File: config.mk
export PLATFORM = sky130hd
export DESIGN_NAME = rsync_top
export DESIGN_NICKNAME = d
export VERILOG_FILES = /design/src/rtl/rsync_pkg.sv /design/src/rtl/rsync_encoder.sv /design/src/rtl/rsync_ctrl.sv /design/src/rtl/rsync_datapath.sv /design/src/rtl/rsync_top.sv
export SDC_FILE = /design/constraint.sdc
export NUM_CORES = 1
export LEC_CHECK = 0
export CORE_ASPECT_RATIO = 0.8
export CORE_MARGIN = 2
export CORE_UTILIZATION = 50
export CTS_CLUSTER_DIAMETER = 40
export DETAILED_ROUTE_END_ITERATION = 8
export HOLD_SLACK_MARGIN = 0.06
export PLACE_DENSITY = 0.78
export RECOVER_POWER = 100
export SETUP_SLACK_MARGIN = 0.2
export SYNTH_ARGS = -nofsm -noshare
export SYNTH_HDL_FRONTEND = slang
export SYNTH_HIERARCHICAL = 1
export SYNTH_SLANG_ARGS = --single-unit
File: constraint.sdc
create_clock -name clk -period 2.1 [get_ports clk]
set_input_delay 0.315 -clock clk [delete_from_list [all_inputs] [get_ports clk]]
set_output_delay 0.315 -clock clk [all_outputs]
set_load 0.05 [all_outputs]
File: src/rtl/rsync_pkg.sv
package rsync_pkg;

  // Commands from the pulse-width decoder to the fine counter.
  typedef struct packed {
    logic load;     // realign: load the alignment constant
    logic advance;  // normal free-running step
  } fineCmd_t;

endpackage

File: src/rtl/rsync_encoder.sv
module rsync_encoder #(
  parameter int DIV       = 10,
  parameter int NORM_HIGH = 5,
  parameter int RST_HIGH  = 7
) (
  input  logic clk,
  input  logic rstN,
  input  logic resetReq,
  output logic lineOut
);

  localparam int PW = $clog2(DIV);
  localparam logic [PW-1:0] LAST = PW'(DIV - 1);

  logic [PW-1:0] phase, phaseNxt;
  logic          pending, pendingNxt;
  logic          stretch, stretchNxt;
  logic          lineNxt;

  // Look-ahead so the line comes straight from a flop yet tracks the phase.
  always_comb begin
    phaseNxt   = phase + PW'(1);
    stretchNxt = stretch;
    pendingNxt = pending | resetReq;
    if (phase == LAST) begin
      phaseNxt   = '0;
      stretchNxt = pending | resetReq;
      pendingNxt = 1'b0;
    end
    lineNxt = stretchNxt ? (phaseNxt < PW'(RST_HIGH)) : (phaseNxt < PW'(NORM_HIGH));
  end

  always_ff @(posedge clk or negedge rstN) begin
    if (!rstN) begin
      phase   <= LAST;
      pending <= 1'b0;
      stretch <= 1'b0;
      lineOut <= 1'b0;
    end else begin
      phase   <= phaseNxt;
      pending <= pendingNxt;
      stretch <= stretchNxt;
      lineOut <= lineNxt;
    end
  end

endmodule

File: src/rtl/rsync_ctrl.sv
module rsync_ctrl
  import rsync_pkg::*;
#(
  parameter int RST_MIN = 7
) (
  input  logic     clk,
  input  logic     rstN,
  input  logic     lineIn,
  output fineCmd_t cmd
);

  localparam int CW = $clog2(RST_MIN + 1);

  logic          lineQ;
  logic [CW-1:0] hiCnt;   // completed high samples before this one, saturating

  always_ff @(posedge clk or negedge rstN) begin
    if (!rstN) begin
      lineQ <= 1'b0;
      hiCnt <= '0;
    end else begin
      lineQ <= lineIn;
      if (!lineQ)
        hiCnt <= '0;
      else if (hiCnt != CW'(RST_MIN))
        hiCnt <= hiCnt + CW'(1);
    end
  end

  always_comb begin
    cmd.load    = lineQ && (hiCnt == CW'(RST_MIN - 1));
    cmd.advance = !cmd.load;
  end

endmodule

File: src/rtl/rsync_datapath.sv
module rsync_datapath
  import rsync_pkg::*;
#(
  parameter int FINE_W   = 8,
  parameter int LOAD_VAL = 7
) (
  input  logic              clk,
  input  logic              rstN,
  input  fineCmd_t          cmd,
  output logic [FINE_W-1:0] fineTime
);

  always_ff @(posedge clk or negedge rstN) begin
    if (!rstN)
      fineTime <= '0;
    else if (cmd.load)
      fineTime <= FINE_W'(LOAD_VAL);
    else if (cmd.advance)
      fineTime <= fineTime + FINE_W'(1);
  end

endmodule

File: src/rtl/rsync_top.sv
module rsync_top
  import rsync_pkg::*;
#(
  parameter int DIV       = 10,
  parameter int NORM_HIGH = 5,
  parameter int TOL       = 1,
  parameter int FINE_W    = 8,
  parameter int TRIM      = 0
) (
  input  logic              clk,
  input  logic              rstN,
  input  logic              resetReq,
  output logic              sysClkOut,
  input  logic              sysClkIn,
  output logic              syncStrobe,
  output logic [FINE_W-1:0] fineTime
);

  localparam int RST_HIGH = NORM_HIGH + TOL + 1;
  localparam int RST_MIN  = NORM_HIGH + TOL + 1;
  localparam int LOAD_VAL = RST_MIN + TRIM;

  fineCmd_t cmd;

  rsync_encoder #(.DIV(DIV), .NORM_HIGH(NORM_HIGH), .RST_HIGH(RST_HIGH)) enc_i (
    .clk(clk), .rstN(rstN), .resetReq(resetReq), .lineOut(sysClkOut)
  );

  rsync_ctrl #(.RST_MIN(RST_MIN)) ctrl_i (
    .clk(clk), .rstN(rstN), .lineIn(sysClkIn), .cmd(cmd)
  );

  rsync_datapath #(.FINE_W(FINE_W), .LOAD_VAL(LOAD_VAL)) dp_i (
    .clk(clk), .rstN(rstN), .cmd(cmd), .fineTime(fineTime)
  );

  assign syncStrobe = cmd.load;

endmodule

After elaboration in Yosys (flattened, before gate mapping) --
Cells that the tools add are included.
Cells by class: $add $sub $neg 3, multiply operators 0, div/mod/pow operators 0, magnitude comparators 2, equality and inequality tests 4, shift operators 0, multiplexer cells 7, bitwise logic cells 1, reductions and logical operators 1
Operators by type and width (count):
- $add A8 B1 Y8 const B | 1
- $lt A4 B3 Y1 const B | 2
- $mux W8 | 1
- $mux W3 | 2
- $add A4 B1 Y4 const B | 1
- $eq A4 B4 Y1 const B | 1
- $mux W4 | 1
- $add A3 B1 Y3 const B | 1
- $eq A3 B3 Y1 const B | 1
- $mux W1 | 3
- $ne A3 B3 Y1 const B | 1
- $ne A2 B2 Y1 const B | 1
- $logic_and A1 B1 Y1 | 1
- $or A1 B1 Y1 | 1
Storage, ports and cells: flip-flop bits (word level) 19, bits in latches 0, bits in writable memories 0, ROM bits 0, bits of input ports 4, output and inout bits 10, word-level logic and storage cells 25, memories kept 0

Depth between registers and ports, before layout --
depth after elaboration 4, gate-level depth with buffers 8, mapped depth without buffers 7

By module --
The synthesis kept the hierarchy.
Modules (own cells, without submodules):
- rsync_datapath | times used 1, cells an instance 38, area an instance 410.4 um^2, seq. area each 200.2 um^2
- rsync_encoder | times used 1, cells an instance 29, area an instance 339.1 um^2, seq. area each 177.7 um^2
- rsync_ctrl | times used 1, cells an instance 17, area an instance 202.7 um^2, seq. area each 100.1 um^2

Worst setup path before layout --
OpenSTA, ideal clock, no wires.
path type reg-to-reg, from reg ctrl_i.hiCnt[0], to reg dp_i.fineTime[7], setup time 77 ps, arrival time 1907 ps, required time 2023 ps, slack 116 ps, cell stages (with the launch flop) 9, buffers on the path 1, clock period less this slack 1984 ps, cell sequence dfrtp_1 -> inv_1 -> ha_1 -> nand3_1 -> inv_1 -> buf_6 -> o21ai_4 -> or4_1 -> a21oi_1
On the way: cells in the longest elaborated chain, start to end 3
Ends and longest elaborated chain:
- from (decl) | RTL line rsync_ctrl.sv:15 | logic [CW-1:0] hiCnt;
- from (signal assigned) | RTL line rsync_ctrl.sv:26 | hiCnt <= hiCnt + CW'(1);
- $eq A3 B3 Y1 | RTL line rsync_ctrl.sv:31 | cmd.load = lineQ && (hiCnt == CW'(RST_MIN - 1));
- $logic_and A1 B1 Y1 | RTL line rsync_ctrl.sv:31
- via syncStrobe | RTL line rsync_top.sv:15 | output logic syncStrobe,
- $mux W8 | RTL line rsync_datapath.sv:16 | else if (cmd.load)
- to (signal assigned) | RTL line rsync_datapath.sv:17 | fineTime <= FINE_W'(LOAD_VAL);
- to (signal assigned) | RTL line rsync_datapath.sv:19 | fineTime <= fineTime + FINE_W'(1);
- to (decl) | RTL line rsync_datapath.sv:10 | output logic [FINE_W-1:0] fineTime
The timed path passes the listed nets, and every way through them passes these cells. A chain may end at the register's enable or synchronous reset.

Worst setup path after layout --
from reg dp_i.fineTime[1], to out fineTime[1]
RTL lines:
- to (decl) | RTL line rsync_top.sv:16 | output logic [FINE_W-1:0] fineTime
No word-level cell between the ends.

==> impl_results.rst <==
.. list-table::
   :header-rows: 1

   * - Metric
     - Value
   * - Final total negative setup slack
     - 0 ns
   * - CTS Buffer Depth
     - 2
   * - Core outline area
     - between 1500 and 2000 µm²
   * - Fmax achieved
     - between 500 and 600 MHz
   * - Number of buffers and inverters on the critical path
     - 1
   * - Clock tree from TritonCTS
     - built
   * - Worst reg2reg endpoint
     - dp_i/fineTime[7]
   * - Finished Core Util
     - approximately 59%
   * - Register bit count reported by yosys
     - 19
   * - Power spent charging and discharging nets
     - just under 600 µW
   * - Share of the clock period used by the worst path
     - approximately nine tenths
   * - Hold buffer count at cts
     - 0
   * - RSZ-0062 raised after global routing
     - no
   * - Total Die Area
     - between 2000 and 2500 µm²
   * - Commonest register cell after synthesis
     - sky130_fd_sc_hd__dfrtp_1
   * - Share of power burned in registers
     - slightly above 40%
   * - Buffers added on ports
     - 13
   * - Portion of the post-synthesis area used by sequential elements
     - roughly half
   * - Worst slew pin tran
     - approximately 0.97 ns
   * - Synthesized-area fraction occupied by ao, oa, aoi and oai cells
     - 14.8%
   * - Number of antenna violations at the first check in global routing
     - 0
   * - Final routed wire length divided by cell count
     - 12.3 µm
   * - Part of the total power dissipated in the clock network
     - a little over an eighth
   * - WHS
     - about 0.50 ns
   * - Number of nets in the layout
     - approximately 110
   * - # H-tree levels
     - 1
   * - Largest clock skew in the final design
     - 0.00155 ns
   * - Start-to-end type of the worst setup path
     - reg -> out
   * - Reported leakage power
     - just under 0.5 nW
   * - Antenna violation net count after detailed routing
     - 0
   * - Total gr overflow
     - 0
   * - Final Hold Vio Count
     - 0
   * - Overall global routing resource usage
     - between 15 and 20%
   * - Total clock buffers created by CTS
     - 3
   * - Asr flop ratio synth
     - 100%
   * - Worst min-delay path class
     - reg -> reg
   * - Area of placed instances
     - between 1000 and 1500 µm²
   * - Via count of the first global-routing pass
     - 560
   * - Clock period minus worst slack
     - approximately 1.9 ns
   * - Endpoints failing setup
     - 0
   * - Post-synth top area share
     - 44.7%
   * - WHS Path Cells
     - 2
   * - Top fanout value on the critical path
     - 5
   * - Number of standard cells in the layout, taps in and fillers out
     - roughly 130
   * - Post-Synth Simple-Gate Area
     - between 10% and 20%
   * - Leading post-synthesis cells by cell area
     - sky130_fd_sc_hd__dfrtp_1 (45%), sky130_fd_sc_hd__ha_1 (9.2%), sky130_fd_sc_hd__dfstp_2 (5.5%), sky130_fd_sc_hd__a21oi_1 (3.2%), sky130_fd_sc_hd__nor2_1 (2.8%)
   * - HPWL reported at the end of detailed placement
     - around 1100 µm
   * - Status
     - finished clean
   * - Total Wirelength
     - between 1500 and 2000 µm
   * - Internal power consumption
     - roughly 700 µW
   * - Library cell with the highest instance count after synthesis
     - sky130_fd_sc_hd__dfrtp_1
   * - Iter 0 DRT Violations
     - 13
   * - Fraction of synthesized area in multiplexers
     - 2.10%
   * - Share of post-route cells with drive strength above 1
     - a little over a tenth
   * - Main combinational cell family by area after synthesis
     - simple AND/OR/NAND/NOR gates
   * - Number of vias in the routed layout
     - 660
   * - Pre-CTS setup slack
     - 0.327 ns
   * - Final cell area excluding filler cells
     - approximately 1100 µm²
   * - Syn Inst Count
     - 84
   * - Switching share of total power
     - a little under half
   * - Final weighted congestion in routability-driven placement
     - between 0.7 and 0.8
   * - Count of max-cap constraint violations
     - 0
   * - Synth unique cells
     - 36
   * - Placement row count
     - 14
   * - Starting density of the core
     - between 50 and 60%
   * - TritonCTS sink count
     - 19
   * - Worst VDD drop
     - between 800 and 900 µV
   * - Layout area overhead
     - 14.8%
   * - Cell count after placement
     - 121
   * - PwrDens
     - 1180 nW/µm²
   * - Share of the synthesized netlist area taken by xor and xnor gates
     - under 10%
   * - Synth area leader
     - sky130_fd_sc_hd__dfrtp_1
   * - Setup slack of the worst register-to-register path
     - around 0.24 ns
   * - Critical-path top delay cell
     - sky130_fd_sc_hd__dlygate4sd3_1
   * - Most instantiated cells after synthesis
     - sky130_fd_sc_hd__dfrtp_1 (17), sky130_fd_sc_hd__ha_1 (7), sky130_fd_sc_hd__nor2_1 (7), sky130_fd_sc_hd__a21oi_1 (6), sky130_fd_sc_hd__inv_1 (5)
   * - Startpoint of the lowest-slack register-to-register path
     - ctrl_i/hiCnt[0]
   * - Drc violations
     - 0
   * - Final WS setup
     - approximately 0.2 ns
   * - Post-synthesis average cell area
     - roughly 11 µm²
   * - Startpoint kind of the worst setup timing path
     - register
   * - Adder-cell share of the synthesized area
     - under 10%
   * - Worst Path Required
     - ~1.8 ns
   * - Cell chain of the critical path
     - dlygate4sd3_1
   * - Arr. time, crit path
     - roughly 1.6 ns
   * - Dominant delay contributor by cell family on the critical path
     - buffers and inverters
   * - Insertion delay of the later-clocked pin in the worst-skew pair
     - roughly 0.28 ns
   * - Hold worst-path end
     - enc_i/pending
   * - Mapped Area
     - roughly 950 µm²
   * - Final total power
     - about 1.3 mW
   * - Overall die width
     - 52.8 µm
   * - IO Count
     - 14
   * - Number of optimization iterations in the first detailed-route pass
     - 4
   * - Number of nets produced by synthesis
     - 95
   * - Via/cell ratio
     - approximately 5.2
   * - Wire length of the first global-routing pass
     - 2500 µm
   * - Root buf cell
     - sky130_fd_sc_hd__clkbuf_4
   * - Number of pins exceeding their max-slew limit in the final report
     - 0
   * - Clock slew seen by the registers of the worst setup and hold paths
     - 0.09 ns
   * - Die height
     - approximately 43 µm
   * - Worst slew margin relative to its limit
     - 35.5%
   * - Hold path startpoint
     - enc_i/pending
   * - Number of synthesized flops with an enable pin
     - 0
   * - Gate power share
     - 45.6%
   * - Number of antenna cells inserted
     - 0
   * - Endpoint type of the worst setup path
     - output pin
   * - Maximum number of pins on one net before global-route repair
     - 20
   * - CP peak stage delay
     - about 0.89 ns
   * - Yosys warnings
     - 6
   * - Worst R2R Path Depth
     - 7
-- layout by cell type (no fill, tap or decap), drive strengths merged, types with 2 or more instances in the layout --
cell         instances
nand2                3
and2                 2
inv                  4
nor2                 7
clkbuf               9
ha                   7
or4                  2
dfrtp               17
dlygate4sd3          7
dfstp                2
xnor2                3
clkinvlp             2
a21oi                7
nor2b                2
mux2i                2
o31ai                2
nand3                3
o21ai                2
-- repair_timing --
action                     CTS  global route
cloned                       0             1
setup endpoints to repair    1             5
gates resized for setup      1             4
setup buffers                0             0
-- state kept, by name, summed over array words and instances, names as in the netlist --
name	flops
ctrl_i/hiCnt	3
ctrl_i/lineQ	1
dp_i/fineTime	8
enc_i/lineOut	1
enc_i/pending	1
enc_i/phase	4
enc_i/stretch	1
-- area by class of cell --
cell class,count,area (µm²)
clock buffers,4,26.3
fillers,167,746
inverters,5,22.5
multi-input cells,58,415
flip-flops and latches,19,478
well taps,24,30.0
repair buffers,15,116
repair inverters,1,5.00
-- power by group through the flow --
stage	Combinational [mW]	Sequential (mW)	Clock [mW]
6_report	0.586	0.528	0.171
5_1_grt	0.631	0.544	0.203
4_1_cts	0.636	0.535	0.182
3_5_place_dp	0.641	0.543	0
3_3_place_gp	0.629	0.538	0
2_1_floorplan	0.202	0.774	0
-- logic make-up after synthesis --
logic type,after synthesis
xor gates and xnor gates,4
adders and majority gates,7
and+or+nand+nor,27
AOI/OAI and AO/OA,18
buffers and inverters,7
DFF,19
muxes,2
-- metal layers --
metal	global-route usage, %	vias to the layer above	share of wire [%]
li1	-	330	-
met1	21.1	312	47
met2	23.8	16	47
met3	6.34	2	5.2
met4	3.08	0	0.91
met5	0	-	0
-- worst max path at each step --
| stage | end | startpoint | cells after the start | slack, ns |
|---|---|---|---|---|
| global placement | dp_i/fineTime[7] | ctrl_i/hiCnt[0] | 7 | 0.37 |
| finish | fineTime[1] | dp_i/fineTime[1] | 1 | 0.20 |
| detailed placement | dp_i/fineTime[7] | ctrl_i/hiCnt[0] | 7 | 0.33 |
| floorplan | dp_i/fineTime[7] | ctrl_i/hiCnt[0] | 8 | 0.22 |
| global route | dp_i/fineTime[7] | ctrl_i/hiCnt[0] | 7 | 0.13 |
| CTS | fineTime[0] | dp_i/fineTime[0] | 1 | 0.22 |
Power figures use the tool's default switching activity.
